===== src/rtl/aux_retry_pkg.sv =====
package aux_retry_pkg;

   // channel outcome reported by the single-transaction engine
   localparam logic [1:0] OC_OK      = 2'd0;
   localparam logic [1:0] OC_INVALID = 2'd1;
   localparam logic [1:0] OC_TIMEOUT = 2'd2;
   localparam logic [1:0] OC_LOST    = 2'd3;

   // reply codes, meaningful only with OC_OK
   localparam logic [3:0] RPL_ACK       = 4'd0;
   localparam logic [3:0] RPL_NACK      = 4'd1;
   localparam logic [3:0] RPL_DEFER     = 4'd2;
   localparam logic [3:0] RPL_I2C_NACK  = 4'd3;
   localparam logic [3:0] RPL_I2C_BUSY  = 4'd4;
   localparam logic [3:0] RPL_I2C_STALL = 4'd5;
   localparam logic [3:0] RPL_UNPLUG    = 4'd6;

   // retry-class indices into the counter bank
   localparam int CLS_SHORT   = 0;
   localparam int CLS_DEFER   = 1;
   localparam int CLS_STALL   = 2;
   localparam int CLS_INVALID = 3;
   localparam int CLS_TIMEOUT = 4;
   localparam int NUM_CLS     = 5;

   typedef enum logic [1:0] {
      ACT_PASS  = 2'd0,
      ACT_FAIL  = 2'd1,
      ACT_RETRY = 2'd2,
      ACT_WAIT  = 2'd3
   } action_e;

   typedef enum logic [1:0] {
      ST_IDLE  = 2'd0,
      ST_ISSUE = 2'd1,
      ST_PEND  = 2'd2,
      ST_DELAY = 2'd3
   } state_e;

   function automatic int max2(input int a, input int b);
      return (a > b) ? a : b;
   endfunction

endpackage


===== src/rtl/aux_retry_tally.sv =====
module aux_retry_tally #(
   parameter int W = 3
) (
   input  logic         clk,
   input  logic         rst_n,
   input  logic         clr,
   input  logic         inc,
   output logic [W-1:0] count
);

   localparam logic [W-1:0] TOP = '1;

   always_ff @(posedge clk or negedge rst_n) begin
      if (!rst_n) begin
         count <= '0;
      end else if (clr) begin
         count <= '0;
      end else if (inc && (count != TOP)) begin
         count <= count + 1'b1;
      end
   end

endmodule


===== src/rtl/aux_retry_delay.sv =====
module aux_retry_delay #(
   parameter int W = 9
) (
   input  logic         clk,
   input  logic         rst_n,
   input  logic         load,
   input  logic [W-1:0] target,
   input  logic         tick,
   output logic         expire
);

   logic [W-1:0] ticks;
   logic [W-1:0] goal;
   logic         armed;

   assign expire = armed && tick && (ticks == goal - 1'b1);

   always_ff @(posedge clk or negedge rst_n) begin
      if (!rst_n) begin
         ticks <= '0;
         goal  <= '0;
         armed <= 1'b0;
      end else if (load) begin
         ticks <= '0;
         goal  <= target;
         armed <= 1'b1;
      end else if (expire) begin
         armed <= 1'b0;
         ticks <= '0;
      end else if (armed && tick) begin
         ticks <= ticks + 1'b1;
      end
   end

endmodule


===== src/rtl/aux_retry_policy.sv =====
module aux_retry_policy
   import aux_retry_pkg::*;
#(
   parameter int LEN_W         = 5,
   parameter int CNT_W         = 3,
   parameter int SHORT_LIMIT   = 7,
   parameter int DEFER_LIMIT   = 7,
   parameter int STALL_LIMIT   = 7,
   parameter int INVALID_LIMIT = 2,
   parameter int TIMEOUT_LIMIT = 3
) (
   input  logic [1:0]                      outcome,
   input  logic [3:0]                      reply,
   input  logic [LEN_W-1:0]                bytes,
   input  logic                            is_write,
   input  logic [LEN_W-1:0]                want_len,
   input  logic [NUM_CLS-1:0][CNT_W-1:0]   counts,
   output action_e                         action,
   output logic                            long_wait,
   output logic [NUM_CLS-1:0]              inc_vec,
   output logic [NUM_CLS-1:0]              clr_vec
);

   localparam int LIMS [NUM_CLS] = '{SHORT_LIMIT, DEFER_LIMIT, STALL_LIMIT,
                                     INVALID_LIMIT, TIMEOUT_LIMIT};

   logic [NUM_CLS-1:0] at_lim;
   logic               short_rd;

   // a class is exhausted when the increment about to happen reaches its limit
   for (genvar g = 0; g < NUM_CLS; g++) begin : g_lim
      assign at_lim[g] = (int'(counts[g]) + 1) >= LIMS[g];
   end

   assign short_rd = !is_write && (bytes != want_len);

   always_comb begin
      action    = ACT_FAIL;
      long_wait = 1'b0;
      inc_vec   = '0;
      clr_vec   = '0;
      case (outcome)
         OC_OK: begin
            clr_vec[CLS_TIMEOUT] = 1'b1;
            clr_vec[CLS_INVALID] = 1'b1;
            case (reply)
               RPL_ACK: begin
                  if (short_rd) begin
                     inc_vec[CLS_SHORT] = 1'b1;
                     action = at_lim[CLS_SHORT] ? ACT_FAIL : ACT_WAIT;
                  end else begin
                     action = ACT_PASS;
                  end
               end
               RPL_DEFER, RPL_I2C_NACK, RPL_I2C_BUSY: begin
                  inc_vec[CLS_DEFER] = 1'b1;
                  action = at_lim[CLS_DEFER] ? ACT_FAIL : ACT_RETRY;
               end
               RPL_I2C_STALL: begin
                  clr_vec[CLS_DEFER] = 1'b1;
                  inc_vec[CLS_STALL] = 1'b1;
                  action = at_lim[CLS_STALL] ? ACT_FAIL : ACT_RETRY;
               end
               default: action = ACT_FAIL;
            endcase
         end
         OC_INVALID: begin
            inc_vec[CLS_INVALID] = 1'b1;
            long_wait = 1'b1;
            action = at_lim[CLS_INVALID] ? ACT_FAIL : ACT_WAIT;
         end
         OC_TIMEOUT: begin
            inc_vec[CLS_TIMEOUT] = 1'b1;
            action = at_lim[CLS_TIMEOUT] ? ACT_FAIL : ACT_RETRY;
         end
         default: action = ACT_FAIL;
      endcase
   end

endmodule


===== src/rtl/aux_retry_ctrl.sv =====
module aux_retry_ctrl
   import aux_retry_pkg::*;
#(
   parameter int LEN_W           = 5,
   parameter int MAX_ATTEMPTS    = 7,
   parameter int SHORT_LIMIT     = 7,
   parameter int DEFER_LIMIT     = 7,
   parameter int STALL_LIMIT     = 7,
   parameter int INVALID_LIMIT   = 2,
   parameter int TIMEOUT_LIMIT   = 3,
   parameter int SHORT_WAIT_US   = 300,
   parameter int INVALID_WAIT_US = 400
) (
   input  logic             clk,
   input  logic             rst_n,
   input  logic             req_valid,
   input  logic             req_write,
   input  logic [LEN_W-1:0] req_len,
   output logic             busy,
   output logic             eng_start,
   output logic             eng_write,
   output logic [LEN_W-1:0] eng_len,
   input  logic             eng_done,
   input  logic [1:0]       eng_outcome,
   input  logic [3:0]       eng_reply,
   input  logic [LEN_W-1:0] eng_bytes,
   input  logic             us_tick,
   output logic             done,
   output logic             pass
);

   localparam int LIM_MAX = max2(max2(max2(SHORT_LIMIT, DEFER_LIMIT), STALL_LIMIT),
                                 max2(INVALID_LIMIT, TIMEOUT_LIMIT));
   localparam int CNT_W   = $clog2(LIM_MAX + 1);
   localparam int ATT_W   = $clog2(MAX_ATTEMPTS + 1);
   localparam int TMR_W   = $clog2(max2(SHORT_WAIT_US, INVALID_WAIT_US) + 1);
   localparam logic [TMR_W-1:0] SHORT_GOAL   = TMR_W'(SHORT_WAIT_US);
   localparam logic [TMR_W-1:0] INVALID_GOAL = TMR_W'(INVALID_WAIT_US);
   localparam logic [ATT_W-1:0] ATT_CAP      = ATT_W'(MAX_ATTEMPTS);

   // elaboration-time parameter checks
   if (LEN_W < 1) begin : g_bad_len
      $error("LEN_W must be at least 1");
   end
   if (MAX_ATTEMPTS < 1) begin : g_bad_att
      $error("MAX_ATTEMPTS must be at least 1");
   end
   if (SHORT_LIMIT < 1 || DEFER_LIMIT < 1 || STALL_LIMIT < 1 ||
       INVALID_LIMIT < 1 || TIMEOUT_LIMIT < 1) begin : g_bad_lim
      $error("every retry limit must be at least 1");
   end
   if (SHORT_WAIT_US < 1 || INVALID_WAIT_US < 1) begin : g_bad_wait
      $error("wait intervals must be at least one tick");
   end

   state_e                     state;
   logic [ATT_W-1:0]           attempts;
   logic                       lat_write;
   logic [LEN_W-1:0]           lat_len;
   logic [NUM_CLS-1:0][CNT_W-1:0] cls_cnt;
   logic [NUM_CLS-1:0]         inc_vec;
   logic [NUM_CLS-1:0]         clr_vec;
   action_e                    action;
   logic                       long_wait;
   logic                       accept;
   logic                       result;
   logic                       cap_hit;
   logic                       go_wait;
   logic                       expire;

   assign accept    = (state == ST_IDLE) && req_valid;
   assign result    = (state == ST_PEND) && eng_done;
   assign cap_hit   = (attempts >= ATT_CAP);
   assign go_wait   = result && (action == ACT_WAIT) && !cap_hit;
   assign busy      = (state != ST_IDLE);
   assign eng_start = (state == ST_ISSUE);
   assign eng_write = lat_write;
   assign eng_len   = lat_len;

   aux_retry_policy #(
      .LEN_W        (LEN_W),
      .CNT_W        (CNT_W),
      .SHORT_LIMIT  (SHORT_LIMIT),
      .DEFER_LIMIT  (DEFER_LIMIT),
      .STALL_LIMIT  (STALL_LIMIT),
      .INVALID_LIMIT(INVALID_LIMIT),
      .TIMEOUT_LIMIT(TIMEOUT_LIMIT)
   ) u_policy (
      .outcome  (eng_outcome),
      .reply    (eng_reply),
      .bytes    (eng_bytes),
      .is_write (lat_write),
      .want_len (lat_len),
      .counts   (cls_cnt),
      .action   (action),
      .long_wait(long_wait),
      .inc_vec  (inc_vec),
      .clr_vec  (clr_vec)
   );

   // one counter per retry class
   for (genvar c = 0; c < NUM_CLS; c++) begin : g_cls
      aux_retry_tally #(.W(CNT_W)) u_tally (
         .clk  (clk),
         .rst_n(rst_n),
         .clr  (accept || (result && clr_vec[c])),
         .inc  (result && inc_vec[c]),
         .count(cls_cnt[c])
      );
   end

   aux_retry_delay #(.W(TMR_W)) u_delay (
      .clk   (clk),
      .rst_n (rst_n),
      .load  (go_wait),
      .target(long_wait ? INVALID_GOAL : SHORT_GOAL),
      .tick  (us_tick),
      .expire(expire)
   );

   always_ff @(posedge clk or negedge rst_n) begin
      if (!rst_n) begin
         state     <= ST_IDLE;
         attempts  <= '0;
         lat_write <= 1'b0;
         lat_len   <= '0;
         done      <= 1'b0;
         pass      <= 1'b0;
      end else begin
         done <= 1'b0;
         case (state)
            ST_IDLE: begin
               if (req_valid) begin
                  lat_write <= req_write;
                  lat_len   <= req_len;
                  attempts  <= '0;
                  state     <= ST_ISSUE;
               end
            end
            ST_ISSUE: begin
               attempts <= attempts + 1'b1;
               state    <= ST_PEND;
            end
            ST_PEND: begin
               if (eng_done) begin
                  case (action)
                     ACT_PASS: begin
                        done  <= 1'b1;
                        pass  <= 1'b1;
                        state <= ST_IDLE;
                     end
                     ACT_RETRY, ACT_WAIT: begin
                        if (cap_hit) begin
                           done  <= 1'b1;
                           pass  <= 1'b0;
                           state <= ST_IDLE;
                        end else begin
                           state <= (action == ACT_WAIT) ? ST_DELAY : ST_ISSUE;
                        end
                     end
                     default: begin
                        done  <= 1'b1;
                        pass  <= 1'b0;
                        state <= ST_IDLE;
                     end
                  endcase
               end
            end
            ST_DELAY: begin
               if (expire) begin
                  state <= ST_ISSUE;
               end
            end
            default: state <= ST_IDLE;
         endcase
      end
   end

endmodule


===== config.mk =====
export PLATFORM = sky130hd
export DESIGN_NAME = aux_retry_ctrl
export DESIGN_NICKNAME = d
export VERILOG_FILES = /design/src/rtl/aux_retry_pkg.sv /design/src/rtl/aux_retry_tally.sv /design/src/rtl/aux_retry_delay.sv /design/src/rtl/aux_retry_policy.sv /design/src/rtl/aux_retry_ctrl.sv
export SDC_FILE = /design/constraint.sdc
export NUM_CORES = 1
export LEC_CHECK = 0
export ABC_CLOCK_PERIOD_IN_PS = 2300
export BUFFER_PORTS_ARGS = -buffer_cell sky130_fd_sc_hd__buf_4
export CORE_MARGIN = 2
export CORE_UTILIZATION = 41
export CTS_BUF_LIST = sky130_fd_sc_hd__clkbuf_4 sky130_fd_sc_hd__clkbuf_8 sky130_fd_sc_hd__clkbuf_16
export DETAILED_ROUTE_END_ITERATION = 7
export SYNTH_ARGS = -nofsm -noshare
export SYNTH_HDL_FRONTEND = slang
export SYNTH_SLANG_ARGS = --single-unit

===== constraint.sdc =====
create_clock -name clk -period 2.3 [get_ports clk]
set_input_delay 0.23 -clock clk [delete_from_list [all_inputs] [get_ports clk]]
set_output_delay 0.23 -clock clk [all_outputs]
set_load 0.02 [all_outputs]

* Word-level counts from Yosys, hierarchy flattened
Index checks and enable logic that the tools add are counted.
** Word-level totals
- Logic and storage cells :: 147
- Output and inout bits :: 10
- Input bits :: 22
- Bits in registers :: 47
** Cells by class
- Add/subtract/negate cells :: 13
- Reduce and logical (&&, ||, !) cells :: 44
- Equal/unequal tests :: 22
- Muxes and demuxes :: 48
- Magnitude comparators :: 6
** Operator list (count)
- >= comparator 32 x 4 -> 1 bit (second input constant) :: 3
- >= comparator 32 x 3 -> 1 bit (second input constant) :: 2
- two-way mux 3 bit :: 12
- two-way mux 9 bit :: 3
- two-way mux 2 bit :: 13
- adder 3 x 1 -> 4 bit (second input constant) :: 5
- logical AND 1 bit :: 20
- adder 3 x 1 -> 3 bit (second input constant) :: 6
- nonzero test 2 bit :: 8
- inequality test 3 bit (second input constant) :: 5
- two-way mux 1 bit :: 14
- one-hot mux 2 bit (3 select lines) :: 2
- equality test 2 bit (second input constant) :: 5
- adder 9 x 1 -> 9 bit (second input constant) :: 1
- equality test 9 bit :: 1
- subtractor 9 x 1 -> 9 bit (second input constant) :: 1
- equality test 4 x 2 -> 1 bit (second input constant) :: 2
- equality test 4 x 3 -> 1 bit (second input constant) :: 2
- two-way mux 8 bit :: 1
- inequality test 2 bit (second input constant) :: 4
- one-hot mux 2 bit (4 select lines) :: 1
- zero test 2 bit :: 3
- one-hot mux 3 bit (2 select lines) :: 1
- AND reduction 3 bit :: 2
- 11 further kinds :: 16

* Logic depth before layout (Yosys ltp)
Gate-level depths: netlist of the first run.
- Depth in word-level cells :: 12
- Gate-level depth with buffers :: 8
- Mapped depth without buffers :: 8

* Hierarchy
From an unflattened synthesis of the first run, not the netlist that was laid out.
** Second synthesis, totals
- Cell total of the unflattened synthesis :: 323
- Area total of the unflattened synthesis :: 3234.4 um^2
** Modules (own cells, without submodules)
- aux_retry_delay :: times used 1, sequential area each 475.5 um^2, area an instance 1232.4 um^2, cells an instance 122
- aux_retry_tally :: times used 5, sequential area each 75.1 um^2, area an instance 183.9 um^2, cells an instance 15
- aux_retry_ctrl :: times used 1, sequential area each 325.3 um^2, area an instance 775.7 um^2, cells an instance 79
- aux_retry_policy :: times used 1, sequential area each 0.0 um^2, area an instance 306.5 um^2, cells an instance 47

* Worst setup path before layout of the first run
OpenSTA, ideal clock, no wires.
- Path kind :: reg-to-reg
- Start :: register g_cls[4].u_tally.count[0]
- End :: register state[1]
- Data required time :: 2213 ps
- Slack :: 37 ps
- Library setup time :: 87 ps
- Clock period less this slack :: 2263 ps
- Arrival time :: 2176 ps
- Cell stages (with the launch flop) :: 9
- Buffers on the path :: 0
- Cell sequence :: dfrtp_1 > ha_1 > ha_1 > nor4b_1 > a22oi_1 > nand2_1 > o211ai_2 > or3_1 > a22oi_1
** On the way
- Word-level cells in the longest chain between the ends :: 10
- Elaborated cells between the ends (all ways) :: 12
- Those cells by class :: add/sub: 1; order compare: 1; eq/ne: 2; mux: 7; reduce/logical: 1
** RTL lines
- from (decl) :: RTL line aux_retry_tally.sv:8 : output logic [W-1:0] count
- from (signal assigned) :: RTL line aux_retry_tally.sv:19 : count <= count + 1'b1;
- adder 3 x 1 -> 4 bit * :: RTL line aux_retry_policy.sv:32 : assign at_lim[g] = (int'(counts[g]) + 1) >= LIMS[g];
- >= comparator 32 x 3 -> 1 bit * :: RTL line aux_retry_policy.sv:32
- two-way mux 2 bit * :: RTL line aux_retry_policy.sv:74 : action = at_lim[CLS_TIMEOUT] ? ACT_FAIL : ACT_RETRY;
- one-hot mux 2 bit (3 select lines) * :: RTL line aux_retry_policy.sv:42 : case (outcome)
- equality test 2 bit :: RTL line aux_retry_ctrl.sv:146, aux_retry_ctrl.sv:158
- two-way mux 2 bit :: RTL line aux_retry_ctrl.sv:158 : state <= (action == ACT_WAIT) ? ST_DELAY : ST_ISSUE;
- two-way mux 2 bit :: RTL line aux_retry_ctrl.sv:153 : if (cap_hit) begin
- two-way mux 2 bit * :: RTL line aux_retry_ctrl.sv:146 : case (action)
- two-way mux 2 bit * :: RTL line aux_retry_ctrl.sv:145 : if (eng_done) begin
- one-hot mux 2 bit (4 select lines) * :: RTL line aux_retry_ctrl.sv:131 : case (state)
- to (signal assigned) :: RTL line aux_retry_ctrl.sv:158
- to (decl) :: RTL line aux_retry_ctrl.sv:56 : state_e state;
Mark *: on every way between the ends. The rest lies on a longest branch, timed or not. The select of a mux whose other input is x is not followed.
A chain may end at the register's enable or synchronous reset.

* Final worst setup path of the first run
- Start :: register g_cls[2].u_tally.count[0]
- End :: register state[1]
** On the way
- Word-level cells in the longest chain between the ends :: 11
- Elaborated cells between the ends (all ways) :: 13
- Those cells by class :: add/sub: 1; order compare: 1; eq/ne: 2; mux: 8; reduce/logical: 1
** RTL lines
- from (decl) :: RTL line aux_retry_tally.sv:8
- from (signal assigned) :: RTL line aux_retry_tally.sv:19
- adder 3 x 1 -> 4 bit * :: RTL line aux_retry_policy.sv:32
- >= comparator 32 x 4 -> 1 bit * :: RTL line aux_retry_policy.sv:32
- two-way mux 2 bit * :: RTL line aux_retry_policy.sv:62 : action = at_lim[CLS_STALL] ? ACT_FAIL : ACT_RETRY;
- one-hot mux 2 bit (3 select lines) * :: RTL line aux_retry_policy.sv:46 : case (reply)
- one-hot mux 2 bit (3 select lines) * :: RTL line aux_retry_policy.sv:42
- equality test 2 bit :: RTL line aux_retry_ctrl.sv:146, aux_retry_ctrl.sv:158
- two-way mux 2 bit :: RTL line aux_retry_ctrl.sv:158
- two-way mux 2 bit :: RTL line aux_retry_ctrl.sv:153
- two-way mux 2 bit * :: RTL line aux_retry_ctrl.sv:146
- two-way mux 2 bit * :: RTL line aux_retry_ctrl.sv:145
- one-hot mux 2 bit (4 select lines) * :: RTL line aux_retry_ctrl.sv:131
Marks and branches as above.

==> key figures, run 1 <==
Clock network
  – CTS Buf Count: 5
  – H-tree depth: 2
  – Clock transition at path regs: 0.09 ns
  – Clock sinks: 41
  – Clock Tree Root: clkbuf_8
  – CTS tree: done
  – Max clock buf depth: 2
  – Clock Latency Late Sink: about 0.29 ns
  – Postcts setup bufs: 0

Global routing
  – Initial antenna violation count: 0
  – GRT busiest layer: met2
  – Vias in the first global route: roughly 1800
  – GR Layer Usage met3: approximately 3.2%
  – Largest net degree at the start of global routing: 42
  – GRT met2 Usage: 25.00%
  – GRT overflow: 0
  – First-pass GRT wire length: between 8 and 9 mm
  – GRT Total Usage: 16.71%
  – GRT met1 Usage: 23.81%

Floorplan
  – IO Count: 32
  – Die height: 82.34 µm
  – Die width: 82.34 µm
  – Initial core utilization: between 40% and 50%
  – Core ar.: 5921 µm²
  – Row count: 28
  – Die ar.: 6780 µm²

Routing
  – DR vias: around 1900
  – Router iterations before antenna repair: 4
  – ANT nets after route: 0
  – Routed WL: 5.045 mm
  – DRC violations left: 0
  – WL/cell: ~13 µm
  – Iter 0 DRT Violations: 78
  – Average vias per placed instance: 4.951

Logic synthesis
  – Post-synth top cells: 41 x dfrtp_1, 32 x nand2_1, 30 x nor2_1, 25 x ha_1, 18 x xnor2_1
  – Seq/Total Area, Yosys: 40.78%
  – Yosys cell types: 46
  – Top cell type's share of synthesized area: 40.78%
  – Post-synth ARST share: 100.0%
  – Post-Synthesis Cells: 254
  – Syn nets: 301
  – Post-synth EDFFs: 0
  – Synth area leader: dfrtp_1
  – Mean post-synth cell area: 9.906 µm²
  – Ranking of synthesized cells by area: dfrtp_1 41%, ha_1 12%, xnor2_1 6.3%
  – Top-count cell post-synth: dfrtp_1
  – Cell area after synthesis: 2516 µm²
  – Synthesis warning total: 0
  – Yosys reg bits: 41
  – Top_reg_cell synth: dfrtp_1

Power
  – Sequential fraction of design power: slightly below 40%
  – Sw Pwr: 1.110 mW
  – Worst VDD drop: 0.5086 mV
  – Total power: ~2.9 mW
  – Leakage: 1.523 nW
  – Pwr dens: 904.6 nW/µm²
  – Int Pwr: around 1.8 mW
  – Clock Power Share: between 10% and 20%
  – Switching power share of the total: 38.78%
  – Combinational power share: between 40% and 50%

Final layout
  – P&R area growth vs syn: 25.81%
  – Fin util: 53.47%
  – Fill count: 552
  – Final instance area: 3166 µm²
  – Antenna cells: 0
  – Layout cell share with drive strength beyond 1: between 20% and 30%
  – Net count, final: around 360

Worst setup path
  – Largest stage delay, worst path: 0.39 ns
  – Critical path's top delay family: compound AO/OA/AOI/OAI gates
  – Worst-path fanout max: 3
  – CP cell instances: ha_2 -> ha_4 -> a21boi_1 -> a32oi_1 -> o22ai_1 -> a32o_2 -> buf_4 -> or3_1 -> a22oi_1
  – Worst path arrival time: about 2.4 ns
  – Bufs and invs on worst path: 1
  – Startpoint Class: flip-flop
  – Worst EP required: 2.51 ns
  – Critical path class: reg -> reg
  – Worst Setup End Kind: flip-flop
  – CP max-delay cell: dfrtp_1

STA
  – Final Hold Vio Count: 0
  – Final Max Slew Viols: 0
  – Worst-Margin Slew: around 0.52 ns
  – Fin crit period: 2.201 ns
  – Slew HR: 65.03%
  – Final Worst Setup Slack: approximately 0.1 ns
  – Unrepaired setup endpoints after global routing: true
  – Clock Skew: 0.006070 ns
  – Max Fclk: between 400 and 500 MHz
  – Period utilization: 95.67%
  – Final setup fails: 0

Hold path
  – Hold Path Class: in -> reg

Place
  – GPL Wtd Cong: 0.7886
  – Detail Placement HPWL: 3.737 mm
  – Placed cell areas: 2978 µm²
  – I/O Buffers: 31
  – Worst slack, placed: -0.03742 ns

Job
  – Max-cap violations: 0

Status
  – Status: finished, final reports clean
[through the flow]
stage               hold slack [ns]  TNS (ns)  instances
floorplan                  -0.06559         0        254
global placement             0.2576  -0.09574        376
detailed placement           0.2598   -0.2578        376
CTS                          0.1094         0        385
global route                 0.1257  -0.03526        385
finish                       0.1220         0        385
[routing by layer]
| metal | routed length (µm) | vias to the layer above |
|---|---|---|
| met4 | 49 | 0 |
| li1 | - | 985 |
| met3 | 145 | 2 |
| met1 | 2509 | 894 |
| met5 | 0 | - |
| met2 | 2340 | 25 |
[power by group through the flow]
| stage | combinational, mW | clock [mW] | sequential, mW |
|---|---|---|---|
| global route | 1.43 | 0.521 | 1.15 |
| global placement | 1.24 | 0 | 1.12 |
| detailed placement | 1.26 | 0 | 1.13 |
| CTS | 1.27 | 0.494 | 1.11 |
| floorplan | 0.770 | 0 | 1.18 |
| finish | 1.28 | 0.474 | 1.11 |
[area by class of cell]
class	instances	area, µm²	area share, %
sequential	41	1026	32.41
clock inverter	3	17.52	0.5534
tap	75	93.84	2.964
multi-input combinational	194	1506	47.59
timing repair buffer	53	400.4	12.65
clock buffer	5	68.82	2.174
inverter	14	52.55	1.660
[state kept, by name, indices dropped and copies added, names as in the netlist]
signal,flops
u_delay.ticks,9
u_delay.armed,1
u_delay.goal,3
eng_len,5
done,1
pass,1
state,2
eng_write,1
g_cls.u_tally.count,15
attempts,3
[repair_timing]
item / 4_1_cts / 5_1_grt
hold buffers: 1 / 0
pin swaps: 2 / 6
endpoints found under the hold margin: 41 / 0
gates cloned: 0 / 0
setup endpoints to repair: 12 / 17
resized for setup: 3 / 12
[worst min-delay path, stage by stage]
cell and delay, ns:
buf_4 0.08, nand2_1 0.04, nand2_1 0.04
[placed cells by master (no fill, tap or decap), drive strengths merged, types with 3 or more instances in the layout]
cell type / n
nor3: 4
dfrtp: 41
nand2: 33
clkbuf: 5
buf: 52
xor2: 7
a32o: 3
ha: 25
mux2i: 9
nand2b: 3
and2: 3
xnor2: 18
a22oi: 3
inv: 14
a21oi: 5
nand3: 7
nor4b: 4
o21ai: 7
nor2: 31
nand4: 3
[logic make-up (layout without fill, tap and decap cells)]
group,Yosys count,after routing,share of synthesized area [%]
multiplexers,9,9,3.580
adder cells (fa/ha/maj),25,25,12.43
flip-flops,41,41,40.78
buffers and inverters,19,75,2.984
XOR/XNOR,25,25,8.702
AO/OA/AOI/OAI,36,36,10.99
AND/OR/NAND/NOR,99,99,20.54
[path summary, 6_finish.rpt]
path / startpoint / to / slack, ns / cells after the start
max: g_cls[2].u_tally.count[0] / state[1] / 0.1 / 9
min: req_len[4] / eng_len[4] / 0.12 / 3
max reg2reg: g_cls[2].u_tally.count[0] / state[1] / 0.1 / 9
min reg2reg: u_delay.goal[8] / u_delay.goal[8] / 0.49 / 1
max in group asynchronous: rst_n / g_cls[3].u_tally.count[2] / 1.48 / 2
min in group asynchronous: rst_n / g_cls[2].u_tally.count[0] / 0.46 / 2
Power figures use the tool's default switching activity.
==> run 2: changes to the inputs <==
- REMOVE_ABC_BUFFERS: unset -> 1
==> key figures, run 2 (synthesis gave the netlist of run 1 again) <==
Worst setup path
  – CP max-delay cell: dfrtp_1 (unchanged)
  – Startpoint Class: flip-flop (unchanged)
  – Critical path class: reg -> reg (unchanged)
  – Worst-path fanout max: 5 (was 3)
  – Worst path arrival time: 2.38 ns (was 2.41 ns)
  – Worst Setup End Kind: flip-flop (unchanged)
  – CP cell instances: ha_2 -> ha_1 -> nand2b_4 -> a22oi_2 -> o211ai_2 -> o211ai_4 -> nor3_4 -> or2_2 (was ha_2 -> ha_4 -> a21boi_1 -> a32oi_1 -> o22ai_1 -> a32o_2 -> buf_4 -> or3_1 -> a22oi_1)
  – Largest stage delay, worst path: 0.39 ns (about the same)
  – Worst EP required: 2.47 ns (was 2.51 ns)

Power
  – Sw Pwr: 1.128 mW (was 1.110 mW)
  – Sequential fraction of design power: 37.3% (was 38.9%)
  – Total power: 3.017 mW (was 2.864 mW)
  – Clock Power Share: 18.4% (was 16.6%)
  – Leakage: 1.570 nW (was 1.523 nW)
  – Switching power share of the total: 37.40% (was 38.78%)
  – Int Pwr: 1.889 mW (was 1.753 mW)
  – Worst VDD drop: 0.5831 mV (was 0.5086 mV)
  – Combinational power share: 44.3% (was 44.5%)
  – Pwr dens: 936.4 nW/µm² (was 904.6 nW/µm²)

Clock network
  – Clock sinks: 41 (unchanged)
  – CTS Buf Count: 5 (unchanged)
  – H-tree depth: 2 (unchanged)
  – Clock transition at path regs: 0.08 ns (was 0.09 ns)
  – Max clock buf depth: 2 (unchanged)
  – Clock Tree Root: clkbuf_8 (unchanged)
  – CTS tree: done (unchanged)
  – Clock Latency Late Sink: 0.29 ns (about the same)

STA
  – Max Fclk: 453.2 MHz (was 454.4 MHz)
  – Final Hold Vio Count: 0 (unchanged)
  – Slew HR: 63.92% (was 65.03%)
  – Final setup fails: 0 (unchanged)
  – Fin crit period: 2.206 ns (was 2.201 ns)
  – Worst-Margin Slew: 0.5411 ns (was 0.5245 ns)
  – Period utilization: 95.93% (was 95.67%)
  – Clock Skew: 0.008119 ns (was 0.006070 ns)
  – Final Max Slew Viols: 0 (unchanged)

Final layout
  – Most frequent cells in the layout: 50 x buf_4, 41 x dfrtp_1, 31 x nand2_1 (was 52 x buf_4, 41 x dfrtp_1, 32 x nand2_1)
  – Post-route insts no fill: 384 (was 385)
  – P&R area growth vs syn: 28.05% (was 25.81%)
  – Top reg by flops: g_cls.u_tally.count (unchanged)
  – Antenna cells: 0 (unchanged)
  – Most common cell after layout, fill and taps aside: buf_4 (unchanged)
  – Final instance area: 3222 µm² (was 3166 µm²)
  – Net count, final: 356 (unchanged)
  – Max reg flops: 15 (unchanged)
  – Layout cell share with drive strength beyond 1: 28.16% (was 26.77%)

Routing
  – ANT nets after route: 0 (unchanged)
  – Average vias per placed instance: 5.044 (was 4.951)
  – Routed WL: 5.187 mm (was 5.045 mm)
  – DRC violations left: 0 (unchanged)
  – DR vias: 1937 (was 1906)
  – Router iterations before antenna repair: 4 (unchanged)
  – WL/cell: 13.51 µm (was 13.10 µm)
  – Iter 0 DRT Violations: 77 (was 78)

Place
  – I/O Buffers: 31 (unchanged)
  – Placed cells: 372 (was 376)
  – Detail Placement HPWL: 3.898 mm (was 3.737 mm)
  – Placed cell areas: 2960 µm² (was 2978 µm²)
  – GPL Wtd Cong: 0.7951 (was 0.7886)

Floorplan
  – Die width: 82.34 µm (unchanged)
  – Initial core utilization: 42.50% (unchanged)
  – Die height: 82.34 µm (unchanged)
  – IO Count: 32 (unchanged)
  – Die ar.: 6780 µm² (unchanged)
  – Row count: 28 (unchanged)
  – Core ar.: 5921 µm² (unchanged)

Job
  – Max-cap violations: 0 (unchanged)

Global routing
  – Initial antenna violation count: 0 (unchanged)
  – GRT overflow: 0 (unchanged)
  – GRT Total Usage: 16.97% (was 16.71%)
  – Vias in the first global route: 1894 (was 1782)
  – First-pass GRT wire length: 8.707 mm (was 8.611 mm)
  – Largest net degree at the start of global routing: 42 (unchanged)

Hold path
  – Hold Path Class: in -> reg (unchanged)

Status
  – Status: finished, final reports clean (unchanged)
-- run 2: cell count changes in the layout (fill, tap and decap cells not counted), sizes merged --
cell      change
bufinv        +1
clkinv        -1
clkinvlp      -1
-- run 2: through the flow --
stage               setup TNS (ns)  setup WS, ns  utilization, %  hold WS, ns
finish                           0       0.09354           54.42       0.1306
global route             -0.008156     -0.008156           54.42       0.1242
CTS                              0       0.01740           52.35       0.1176
detailed placement          -1.230       -0.1606           50.00       0.2504
global placement           -0.5447      -0.05977           50.00       0.2469
floorplan                        0       0.03670               -     -0.06559
-- run 2: final cells by class --
cell class,instances,area [µm²]
inverter,14,52.55
clock inverter,2,35.03
sequential,41,1026
tap,75,93.84
clock buffer,5,68.82
fill,530,2699
timing repair buffer,53,416.7
multi-input combinational,194,1529
-- run 2: worst paths after layout --
path | depth (start not counted) | slack (ns) | endpoint | from
worst max-delay path | 8 | 0.09 | u_delay.goal[8] | g_cls[3].u_tally.count[0]
worst min-delay path | 3 | 0.13 | eng_len[3] | req_len[3]
worst max register to register | 8 | 0.09 | u_delay.goal[8] | g_cls[3].u_tally.count[0]
worst min register to register | 1 | 0.52 | u_delay.goal[8] | u_delay.goal[8]
max in group asynchronous | 2 | 1.47 | eng_len[0] | rst_n
min in group asynchronous | 2 | 0.45 | attempts[0] | rst_n
-- run 2: power by group through the flow --
stage | logic [mW] | clock network [mW] | registers, mW
6_report | 1.34 | 0.556 | 1.13
3_5_place_dp | 1.26 | 0 | 1.14
2_1_floorplan | 0.760 | 0 | 1.18
4_1_cts | 1.28 | 0.578 | 1.13
5_1_grt | 1.50 | 0.607 | 1.16
3_3_place_gp | 1.24 | 0 | 1.13
-- run 2: per-layer routing --
layer	GRT usage, %	up-vias	wire, µm
met4	6.500	0	87
met5	0	-	0
met2	28.23	24	2439
met1	21.59	923	2504
met3	3.587	7	155
li1	-	983	-
-- run 2: critical path: cells and delay by family, from the launching register on --
kind,cells,cell delay [ns]
flops,1,0.39
fa+ha+maj,2,0.46
simple gates,3,0.52
compound gates,3,0.71
-- run 2: timing repair --
action | CTS | global route
pin swaps | 0 | 9
setup buffers | 0 | 4
endpoints found under the setup margin | 15 | 17
resized for setup | 4 | 18
hold buffers | 1 | 0
gates cloned | 0 | 0
hold endpoints to repair | 41 | 0
